==> src/rtl/ptmr_pkg.sv <==
`timescale 1ns/1ps
// ptmr_pkg: shared control-word layout and register addresses for the timer.
// Assumes control fields occupy the low five bits of the write data.
package ptmr_pkg;

    typedef enum logic [1:0] {
        SRC_SLOW = 2'b00,
        SRC_MID  = 2'b01,
        SRC_FAST = 2'b10,
        SRC_NONE = 2'b11
    } src_e;

    typedef struct packed {
        logic divsel;   // bit 4
        logic cap_en;   // bit 3
        src_e src;      // bits 2:1
        logic run;      // bit 0
    } ctrl_t;

    localparam int CTRL_W = $bits(ctrl_t);

    localparam logic [1:0] ADDR_CTRL   = 2'd0;
    localparam logic [1:0] ADDR_PERIOD = 2'd1;

endpackage

==> src/rtl/ptmr_regs.sv <==
`timescale 1ns/1ps
// ptmr_regs: write-only control and period registers.
// Assumes DATA_W >= control width; unused addresses are ignored.
module ptmr_regs
    import ptmr_pkg::*;
#(
    parameter int DATA_W = 16
) (
    input  logic              clk,
    input  logic              rst_n,
    input  logic              reg_wr,
    input  logic [1:0]        reg_addr,
    input  logic [DATA_W-1:0] reg_wdata,
    output ctrl_t             ctrl,
    output logic [DATA_W-1:0] period
);

    // Load the addressed register on a write strobe.
    always_ff @(posedge clk) begin
        if (!rst_n) begin
            ctrl   <= '0;
            period <= '0;
        end else if (reg_wr) begin
            if (reg_addr == ADDR_CTRL)
                ctrl <= ctrl_t'(reg_wdata[CTRL_W-1:0]);
            else if (reg_addr == ADDR_PERIOD)
                period <= reg_wdata;
        end
    end


    bad_addr_ignored_chk: assert property (@(posedge clk) disable iff (!rst_n)
        (reg_wr && reg_addr > ADDR_PERIOD) |=> ($stable(ctrl) && $stable(period)));

endmodule

==> src/rtl/ptmr_prescaler.sv <==
`timescale 1ns/1ps
// ptmr_prescaler: free-running binary divider plus slow-tick divider.
// Both are cleared while stopped so the first tick after start is at a fixed
// distance. tap[k] is a one-clock pulse every 2^(k+1) clocks.
module ptmr_prescaler #(
    parameter int DIV_W = 11,
    parameter int LS_W  = 3
) (
    input  logic             clk,
    input  logic             rst_n,
    input  logic             run,
    input  logic             slow_tick,
    output logic [DIV_W-1:0] tap,
    output logic             slow_tap
);

    logic [DIV_W-1:0] div_cnt;
    logic [LS_W-1:0]  ls_cnt;

    // Advance the system-clock divider while running.
    always_ff @(posedge clk) begin
        if (!rst_n || !run)
            div_cnt <= '0;
        else
            div_cnt <= div_cnt + 1'b1;
    end

    // Count slow-clock pulses while running.
    always_ff @(posedge clk) begin
        if (!rst_n || !run)
            ls_cnt <= '0;
        else if (slow_tick)
            ls_cnt <= ls_cnt + 1'b1;
    end

    // One tap per divider stage: pulses when all lower bits are set.
    for (genvar k = 0; k < DIV_W; k++) begin : g_tap
        assign tap[k] = run && (&div_cnt[k:0]);
    end

    assign slow_tap = run && slow_tick && (&ls_cnt);


    idle_clear_chk: assert property (@(posedge clk) disable iff (!rst_n)
        !run |=> (div_cnt == '0 && ls_cnt == '0));

endmodule

==> src/rtl/ptmr_tick_sel.sv <==
`timescale 1ns/1ps
// ptmr_tick_sel: maps the source code, divider select and slow mode onto one
// prescaler tap. Assumes every tap index is within DIV_W.
module ptmr_tick_sel
    import ptmr_pkg::*;
#(
    parameter int DIV_W     = 11,
    parameter int TAP_SLOW  = 11,
    parameter int TAP_MID   = 7,
    parameter int TAP_FAST  = 3
) (
    input  logic [DIV_W-1:0] tap,
    input  logic             slow_tap,
    input  src_e             src,
    input  logic             divsel,
    input  logic             slow_mode,
    output logic             tick
);

    logic use_slow;
    assign use_slow = divsel || slow_mode;

    // Select the active source tick.
    always_comb begin
        case (src)
            SRC_SLOW: tick = use_slow ? slow_tap : tap[TAP_SLOW-1];
            SRC_MID:  tick = tap[TAP_MID-1];
            SRC_FAST: tick = tap[TAP_FAST-1];
            default:  tick = 1'b0;
        endcase
    end

endmodule

==> src/rtl/ptmr_core.sv <==
`timescale 1ns/1ps
// ptmr_core: up-counter with period compare, interrupt pulse and live capture.
// Assumes ticks are never on consecutive clocks (smallest tap is 2 or more).
module ptmr_core #(
    parameter int CNT_W = 16
) (
    input  logic             clk,
    input  logic             rst_n,
    input  logic             run,
    input  logic             tick,
    input  logic             cap_en,
    input  logic [CNT_W-1:0] period,
    output logic [CNT_W-1:0] capture,
    output logic             irq
);

    logic [CNT_W-1:0] cnt;
    logic [CNT_W-1:0] cnt_nxt;
    logic             match;

    assign match   = (cnt == period);
    assign cnt_nxt = match ? '0 : cnt + 1'b1;

    // Hold at zero when stopped; step or wrap on each tick.
    always_ff @(posedge clk) begin
        if (!rst_n || !run)
            cnt <= '0;
        else if (tick)
            cnt <= cnt_nxt;
    end

    // Raise a one-clock interrupt on a matching tick.
    always_ff @(posedge clk) begin
        if (!rst_n)
            irq <= 1'b0;
        else
            irq <= run && tick && match;
    end

    // Copy the post-tick count while capture is enabled.
    always_ff @(posedge clk) begin
        if (!rst_n)
            capture <= '0;
        else if (run && tick && cap_en)
            capture <= cnt_nxt;
    end


    match_wrap_chk: assert property (@(posedge clk) disable iff (!rst_n)
        (run && tick && cnt == period) |=> (irq && cnt == '0));


    irq_single_chk: assert property (@(posedge clk) disable iff (!rst_n)
        irq |=> !irq);


    stop_hold_chk: assert property (@(posedge clk) disable iff (!rst_n)
        !run |=> (cnt == '0));


    cap_hold_chk: assert property (@(posedge clk) disable iff (!rst_n)
        !(run && tick && cap_en) |=> $stable(capture));

endmodule

==> src/rtl/ptmr_top.sv <==
`timescale 1ns/1ps
// ptmr_top: prescaled interval timer with auto-capture.
// Assumes slow_tick is a synchronous one-clock pulse.
module ptmr_top
    import ptmr_pkg::*;
#(
    parameter int CNT_W    = 16,
    parameter int TAP_SLOW = 11,
    parameter int TAP_MID  = 7,
    parameter int TAP_FAST = 3,
    parameter int LS_W     = 3
) (
    input  logic             clk,
    input  logic             rst_n,
    input  logic             reg_wr,
    input  logic [1:0]       reg_addr,
    input  logic [CNT_W-1:0] reg_wdata,
    input  logic             slow_tick,
    input  logic             slow_mode,
    output logic [CNT_W-1:0] capture,
    output logic             irq
);

    localparam int DIV_W = TAP_SLOW;

    ctrl_t            ctrl;
    logic [CNT_W-1:0] period;
    logic [DIV_W-1:0] tap;
    logic             slow_tap;
    logic             src_tick;

    ptmr_regs #(.DATA_W(CNT_W)) u_regs (
        .clk       (clk),
        .rst_n     (rst_n),
        .reg_wr    (reg_wr),
        .reg_addr  (reg_addr),
        .reg_wdata (reg_wdata),
        .ctrl      (ctrl),
        .period    (period)
    );

    ptmr_prescaler #(.DIV_W(DIV_W), .LS_W(LS_W)) u_pre (
        .clk       (clk),
        .rst_n     (rst_n),
        .run       (ctrl.run),
        .slow_tick (slow_tick),
        .tap       (tap),
        .slow_tap  (slow_tap)
    );

    ptmr_tick_sel #(
        .DIV_W    (DIV_W),
        .TAP_SLOW (TAP_SLOW),
        .TAP_MID  (TAP_MID),
        .TAP_FAST (TAP_FAST)
    ) u_sel (
        .tap       (tap),
        .slow_tap  (slow_tap),
        .src       (ctrl.src),
        .divsel    (ctrl.divsel),
        .slow_mode (slow_mode),
        .tick      (src_tick)
    );

    ptmr_core #(.CNT_W(CNT_W)) u_core (
        .clk     (clk),
        .rst_n   (rst_n),
        .run     (ctrl.run),
        .tick    (src_tick),
        .cap_en  (ctrl.cap_en),
        .period  (period),
        .capture (capture),
        .irq     (irq)
    );


    no_src_chk: assert property (@(posedge clk) disable iff (!rst_n)
        (ctrl.src == SRC_NONE) |=> ($stable(capture) && !irq));

endmodule

==> config.mk <==
export PLATFORM = sky130hd
export DESIGN_NAME = ptmr_top
export DESIGN_NICKNAME = d
export VERILOG_FILES = /design/src/rtl/ptmr_pkg.sv /design/src/rtl/ptmr_regs.sv /design/src/rtl/ptmr_prescaler.sv /design/src/rtl/ptmr_tick_sel.sv /design/src/rtl/ptmr_core.sv /design/src/rtl/ptmr_top.sv
export SDC_FILE = /design/constraint.sdc
export NUM_CORES = 1
export LEC_CHECK = 0
export ABC_CLOCK_PERIOD_IN_PS = 5500
export CORE_MARGIN = 1.5
export CORE_UTILIZATION = 35
export DETAILED_ROUTE_END_ITERATION = 16
export GPL_TIMING_DRIVEN = 0
export HOLD_SLACK_MARGIN = 0.12
export SLEW_MARGIN = 40
export SYNTH_ARGS = -nofsm -noshare
export SYNTH_HDL_FRONTEND = slang
export SYNTH_SLANG_ARGS = --single-unit
==> constraint.sdc <==
create_clock -name clk -period 5.5 [get_ports clk]
set_input_delay 0.825 -clock clk [delete_from_list [all_inputs] [get_ports clk]]
set_output_delay 0.825 -clock clk [all_outputs]
set_load 0.005 [all_outputs]
==> summary.md, run 1 <==
| Metric | Value |
|---|---|
| Status | finished clean |
| Sequential standard cell area | 1360 um2 |
| Syn nets | 433 |
| Final Total Pwr | 1.01 mW |
| Die width | 104 um |
| Leak | 1.57 nW |
| Crit path capture type | flip-flop |
| Fin crit share | 45.5% |
| Die footprint | 10700 um2 |
| Initial core utilization | 36.2% |
| Worst-margin pin slew | 570 ps |
| Post-CTS Setup Bufs | 0 |
| Post-synthesis cell type count | 53 |
| GRT Total Usage | 16.6% |
| Pin count of the biggest net entering global routing | 12 |
| Worst setup path category | primary input to flip-flop |
| Antenna violations before repair | 0 |
| Main combinational cell family by area after synthesis | simple AND/OR/NAND/NOR gates |
| Post-cts hold buffer count | 0 |
| Layout net count | 483 |
| CP max FO | 10 |
| Cell Chain, Critical Path | clkdlybuf4s50_1 > nand2_1 > clkbuf_1 > clkbuf_1 > clkbuf_1 > nor2_1 |
| Post-DRT Antenna Nets | 0 |
| Final max-slew violation count | 0 |
| RSZ-0062 raised after global routing | no |
| Via Count | 3009 |
| Aggregate global routing overflow | 0 |
| Synth top area cells | dfxtp_1 (38%), xor2_1 (6.4%), nand2_1 (5.5%), a21boi_0 (4.7%), nand3_1 (4.7%) |
| Slew headroom | 62.0% |
| Warnings, synthesis | 0 |
| Clock skew | 7.08 ps |
| Fmax | 0.400 GHz |
| Final Hold Violating Endpoints | 0 |
| CTS root buf | clkbuf_8 |
| Ratio of cells with drive above 1 in the final layout | 10.9% |
| CTS tree | built |
| Dominant cell type by area after synthesis | dfxtp_1 |
| Most frequent CP cell | clkbuf_1 |
| Average size of a mapped cell | 8.80 um2 |
| Power Dens Cells | 235 nW/um2 |
| XOR/XNOR share of the synthesized area | 9.66% |
| P&R area growth vs syn | 21.8% |
| Hold WC Path Type | flip-flop to flip-flop |
| Final wirelength | 8510 um |
| Mapped cell area | 3540 um2 |
| Setup Viol. Count Final | 0 |
| DIE HEIGHT | 104 um |
| H-Tree Depth | 3 |
| Drc violations | 0 |
| Core area | 9770 um2 |
| Synth Area in Compound Gates | 19.4% |
| # port buffers | 39 |
| CTS clk-pin slew, worst paths | 70 ps |
| CP peak stage delay | 480 ps |
| Register area share after synthesis | 38.5% |
| Slowest-stage cell, CP | clkdlybuf4s50_1 |
| Top-area cell type share of the netlist area | 38.5% |
| Worst path required time | 5720 ps |
| Clk_lat worst skew | 350 ps |
| Fill count | 990 |
| Critical Path AT | 2730 ps |
| DR iter-0 viols | 144 |
| CTS resizes | 0 |
| Simple-gate portion of the synthesized area | 23.1% |
| First-pass GRT wire length | 14300 um |
| CTS sink cnt | 68 |
| Delay-heaviest family, CP | buffers and inverters |
| Syn Inst Count | 402 |
| Crit path buf inv count | 4 |
| Max Root-Sink Buffers | 2 |
| CP Launch Type | primary input |
| Adder-cell share of the synthesized area | 2.83% |
| Multiplexer area fraction after synthesis | 1.41% |
| Final setup TNS | 0 ps |
| Multi-input gate area | 2000 um2 |
| Vias per cell | 5.10 |
| Row count | 36 |
| Post-DP HPWL | 6470 um |
| First-pass iteration count of the detailed router | 5 |
| GP Congestion | 0.919 |
| Seq cells post-synth | 68 |
| Max Cap Violations | 0 |
| Vias in the first global route | 2863 |
| Antenna Cells | 0 |
| Max VDD drop | 0.0870 mV |
| I/O pin total | 40 |
| Cts bufs inserted | 9 |
| Mean routed wirelength per cell | 14.4 um |
| Min Tclk post-route | 2500 ps |
synth_stat cells, drive strengths merged:
library cell  number
dfxtp             68
nand2             52
nand3             33
a21boi            32
xor2              26
o211ai            21
clkbuf            18
nor2              17
xnor2             13
buf               12
o22ai             10
a21oi              9
nand4              9
ha                 8
or3                8
a22oi              7
nor4               7
inv                6
and3               5
and4               5
mux2i              5
nor2b              5
a32o               3
and2               3
nor3               3
a211oi             2
nor3b              2
or2                2
a211o              1
a21o               1
a22o               1
and3b              1
and4bb             1
nand3b             1
o2111ai            1
o21ai              1
o22a               1
o31ai              1
or2b               1
layout make-up:
| type | instances | area share, % |
|---|---|---|
| multi-input combinational | 298 | 46.3 |
| sequential | 68 | 31.6 |
| clock inverter | 3 | 1.02 |
| buffer | 30 | 3.66 |
| tap | 133 | 3.86 |
| clock buffer | 13 | 3.92 |
| inverter | 6 | 0.523 |
| timing repair buffer | 39 | 9.06 |
metrics by stage:
step / cell area [um2] / std cells / setup WS, ps / utilization [%] / hold slack (ps)
6_report: 4310 / 590 / 3000 / 44.1 / 464
5_1_grt: 4310 / 590 / 2850 / 44.1 / 486
4_1_cts: 4310 / 590 / 2950 / 44.1 / 465
3_5_place_dp: 4090 / 574 / 2590 / 41.9 / 453
3_3_place_gp: 4090 / 574 / 2610 / 41.9 / 442
2_1_floorplan: 3540 / 402 / 3400 / - / 430
registers in the layout (all words and copies together), names as in the netlist:
register        count
u_regs.period      16
u_core.irq          1
u_pre.div_cnt      11
u_regs.ctrl         5
u_pre.ls_cnt        3
u_core.cnt         16
u_core.capture     16
path summary, 6_finish.rpt:
| path | cells after the start | endpoint | from | slack, ps |
|---|---|---|---|---|
| max | 6 | u_pre.div_cnt[10] | rst_n | 3000 |
| min | 2 | u_core.capture[3] | u_core.capture[3] | 460 |
| max reg2reg | 7 | u_core.cnt[12] | u_pre.div_cnt[0] | 3320 |
| min reg2reg | 2 | u_core.capture[3] | u_core.capture[3] | 460 |
cells by family after synthesis:
group	Yosys count
muxes	5
AOI/OAI and AO/OA	91
DFF	68
buffers and inverters	36
xor gates and xnor gates	39
and+or+nand+nor	155
adders and majority gates	8
where the power goes:
group | total, mW | internal, mW | switching (mW)
sequential | 0.502 | 0.497 | 0.00405
combinational | 0.0752 | 0.0345 | 0.0407
clock | 0.435 | 0.247 | 0.188
layout by cell type (no fill, tap or decap), types with 8 or more instances in the layout:
master | netlist | final
o22ai_1 | 10 | 10
nand2_1 | 52 | 52
ha_1 | 8 | 8
clkbuf_8 | 1 | 13
clkdlybuf4s50_1 | 0 | 39
or3_1 | 8 | 8
nor2_1 | 17 | 17
clkbuf_1 | 13 | 14
a21boi_1 | 10 | 10
nand3_1 | 33 | 33
xor2_1 | 26 | 26
buf_2 | 10 | 10
dfxtp_1 | 68 | 68
a21boi_0 | 22 | 22
a21oi_1 | 8 | 8
o211ai_1 | 21 | 21
xnor2_1 | 13 | 13
tightest hold or removal path, delay by kind of cell (launching register included):
kind / cells / cell delay [ps]
flip-flops: 1 / 310
AND/OR/NAND/NOR: 1 / 60
AO/OA/AOI/OAI: 1 / 50
per-layer routing:
metal	global-route usage (%)	share of wire, %	vias up
li1	-	-	1532
met1	23.2	50	1373
met2	24.3	42	85
met3	3.21	5.1	19
met4	8.23	2.7	0
met5	0	0	-
No activity file was read; power rests on OpenSTA's default activity.
==> run 2, diff against run 1 <==
--- a/config.mk
+++ b/config.mk
@@ -5,7 +5,7 @@
 export SDC_FILE = /design/constraint.sdc
 export NUM_CORES = 1
 export LEC_CHECK = 0
-export ABC_CLOCK_PERIOD_IN_PS = 5500
+export ABC_CLOCK_PERIOD_IN_PS = 2400
 export CORE_MARGIN = 1.5
 export CORE_UTILIZATION = 35
 export DETAILED_ROUTE_END_ITERATION = 16
==> constraint.sdc (replaced) <==
create_clock -name clk -period 2.4 [get_ports clk]
set_input_delay 0.36 -clock clk [delete_from_list [all_inputs] [get_ports clk]]
set_output_delay 0.36 -clock clk [all_outputs]
set_load 0.005 [all_outputs]
==> results of run 2 <==
Same layout as run 1 (identical final DEF). Status: finished clean.
Among the figures that moved: setup slack after placement 2590 ps -> -43.8 ps; setup slack after layout 3000 ps -> 221 ps; start point of the critical path rst_n -> u_pre.div_cnt[0]; end point of the critical path u_pre.div_cnt[10] -> u_core.cnt[12]; register-to-register setup slack 3320 ps -> 220 ps; total power 1.01 mW -> 2.32 mW; worst IR drop on VDD 0.0870 mV -> 0.199 mV
==> run 3, diff against run 2 <==
--- a/config.mk
+++ b/config.mk
@@ -6,11 +6,14 @@
 export NUM_CORES = 1
 export LEC_CHECK = 0
 export ABC_CLOCK_PERIOD_IN_PS = 2400
+export CELL_PAD_IN_SITES_DETAIL_PLACEMENT = 0
+export CELL_PAD_IN_SITES_GLOBAL_PLACEMENT = 1
 export CORE_MARGIN = 1.5
-export CORE_UTILIZATION = 35
+export CORE_UTILIZATION = 43
 export DETAILED_ROUTE_END_ITERATION = 16
 export GPL_TIMING_DRIVEN = 0
 export HOLD_SLACK_MARGIN = 0.12
+export PLACE_DENSITY_LB_ADDON = 0.1
 export SLEW_MARGIN = 40
 export SYNTH_ARGS = -nofsm -noshare
 export SYNTH_HDL_FRONTEND = slang
==> run 3 against run 2 <==
Die area down 18%. Sequential power about the same. Via count about the same.
==> summary.md, run 3 (synthesized netlist as in run 1, its figures left out) <==
| Metric | Value |
|---|---|
| Comb power frac | 7.1% (-0.3 points) |
| GP Congestion | 0.892 (-2.9%) |
| Via Count | 3011 (+0.066%) |
| Min Tclk post-route | 2220 ps |
| Reg-to-reg setup timing slack | 180 ps |
| P&R area growth vs syn | 21.3% |
| Final Hold Violating Endpoints | 0 (unchanged) |
| Core area | 7850 um2 (-20%) |
| Fill count | 782 (-21%) |
| Status | finished clean |
| Fin crit share | 92.3% |
| Regs by FF count | u_core.capture x16, u_core.cnt x16, u_regs.period x16 |
| Mean routed wirelength per cell | 15.5 um (+7.4%) |
| Max Cap Violations | 0 (unchanged) |
| Post-DRT Antenna Nets | 0 (unchanged) |
| Worst-margin pin slew | 628 ps (+58.0 ps) |
| Fin area | 4290 um2 (-0.38%) |
| M2 GR Usage | 33.0% (+8.7 points) |
| CP Launch Type | flip-flop |
| First-pass iteration count of the detailed router | 5 (unchanged) |
| CTS tree | built |
| First-pass GRT wire length | 13800 um (-3.4%) |
| Layout net count | 483 (unchanged) |
| Row count | 32 (-11%) |
| Met3 Track Usage GR | 2.91% (-0.30 points) |
| Ratio of cells with drive above 1 in the final layout | 11.2% (+0.22 points) |
| Final wirelength | 8660 um (+1.8%) |
| DR iter-0 viols | 176 (+22%) |
| Die width | 93.7 um (-9.5%) |
| RSZ-0062 raised after global routing | no |
| Antenna Cells | 0 (unchanged) |
| Power Dens Cells | 565 nW/um2 |
| Aggregate global routing overflow | 0 (unchanged) |
| Post-CTS Setup Bufs | 0 (unchanged) |
| Die footprint | 8780 um2 (-18%) |
| Initial core utilization | 45.1% (+8.9 points) |
| Switching Fraction | 23.2% |
| Post-cts hold buffer count | 0 (unchanged) |
| Pin count of the biggest net entering global routing | 13 (+1) |
| CTS resizes | 0 (unchanged) |
| Crit path capture type | flip-flop |
| Fmax | 0.451 GHz |
| H-Tree Depth | 3 (unchanged) |
| Setup Viol. Count Final | 0 (unchanged) |
| GRT Total Usage | 20.7% (+4.1 points) |
| I/O pin total | 40 (unchanged) |
| Int Power | 1.86 mW |
| Final setup margin | 184 ps |
| Vias in the first global route | 2798 (-2.3%) |
| Clock power share | 45.5% (+2.5 points) |
| CTS clk-pin slew, worst paths | 80 ps (about the same) |
| Final max-slew violation count | 0 (unchanged) |
| Worst setup path category | flip-flop to flip-flop |
| DP Area | 4060 um2 (-0.95%) |
| CTS sink cnt | 68 (unchanged) |
| Antenna violations before repair | 0 (unchanged) |
| Cts bufs inserted | 9 (unchanged) |
| Sequential Power Share | 47.4% (-2.2 points) |
| Final setup TNS | 0 ps (unchanged) |
| Leak | 1.57 nW (+0.14%) |
| Pre-CTS WS | -105 ps |
| CP max FO | 10 (unchanged) |
| GRT Max-Usage Layer | met2 |
| DIE HEIGHT | 93.7 um (-9.5%) |
| Clk_lat worst skew | 360 ps (about the same) |
| Most common cell after layout, fill and taps aside | dfxtp_1 |
| Slew headroom | 58.1% (-3.8 points) |
| Vias per cell | 5.39 (+5.6%) |
| Met1 Resource Use GR | 28.1% (+4.9 points) |
| Worst path required time | 2630 ps |
| Hold WC Path Type | flip-flop to flip-flop |
| Max Root-Sink Buffers | 2 (unchanged) |
| Max VDD drop | 0.304 mV |
| Clock skew | 10.4 ps (+3.32 ps) |
| Post-DP HPWL | 6440 um (-0.51%) |
| Drc violations | 0 (unchanged) |
| Sw power | 563 uW |
| Critical Path AT | 2440 ps |
| # port buffers | 39 (unchanged) |
| CTS root buf | clkbuf_8 |
| Commonest cells after routing, fill and taps aside | dfxtp_1 (68), nand2_1 (52), clkdlybuf4s50_1 (39), nand3_1 (33), xor2_1 (26) |
| Layout Utilization | 54.7% (+11 points) |
## run 3: changes by cell type in the layout (fill, tap and decap cells not counted), sizes merged
cell,change
bufinv,+1
clkbuf,-2
clkinvlp,+2
clkinv,-1
## run 3: final timing paths
kind	startpoint	endpoint	cells after the start
worst max-delay path	u_pre.div_cnt[0]	u_core.cnt[12]	7
worst max register to register	u_pre.div_cnt[0]	u_core.cnt[12]	7
worst min-delay path	u_core.capture[2]	u_core.capture[2]	2
worst min register to register	u_core.capture[2]	u_core.capture[2]	2
## run 3: worst max-delay path, stage by stage, from the launching register on
cell      delay (ps)
dfxtp_1          390
ha_1             360
nand2_1          120
o31ai_2          300
nand2_1          270
clkbuf_1         300
a22oi_1          240
o22ai_1          110
## run 3: cell type report
class,count,area (um2),area share (%)
Buffer,30,158,3.67
Clock buffer,11,151,3.53
Timing Repair Buffer,39,390,9.10
Sequential cell,68,1360,31.7
Tap cell,102,128,2.97
Inverter,6,22.5,0.525
Clock inverter,5,83.8,1.95
Multi-Input combinational cell,298,2000,46.5
## run 3: power groups by stage
| stage | Clock [mW] | Combinational, mW | Sequential (mW) |
|---|---|---|---|
| detailed placement | 0 | 0.171 | 1.18 |
| finish | 1.10 | 0.172 | 1.15 |
| global route | 1.17 | 0.187 | 1.15 |
| CTS | 1.12 | 0.171 | 1.15 |
| global placement | 0 | 0.169 | 1.18 |
| floorplan | 0 | 0.0999 | 1.17 |
## run 3: metrics by stage
stage	hold slack (ps)	cells	power (mW)
global placement	445	543	1.34
CTS	475	559	2.44
finish	469	559	2.42
floorplan	430	402	1.27
global route	494	559	2.51
detailed placement	463	543	1.35
## run 3: metal layers
| layer | vias up | part of all wire (%) |
|---|---|---|
| li1 | 1536 | - |
| met1 | 1387 | 47 |
| met2 | 77 | 45 |
| met3 | 11 | 5.6 |
| met4 | 0 | 1.7 |
| met5 | - | 0 |
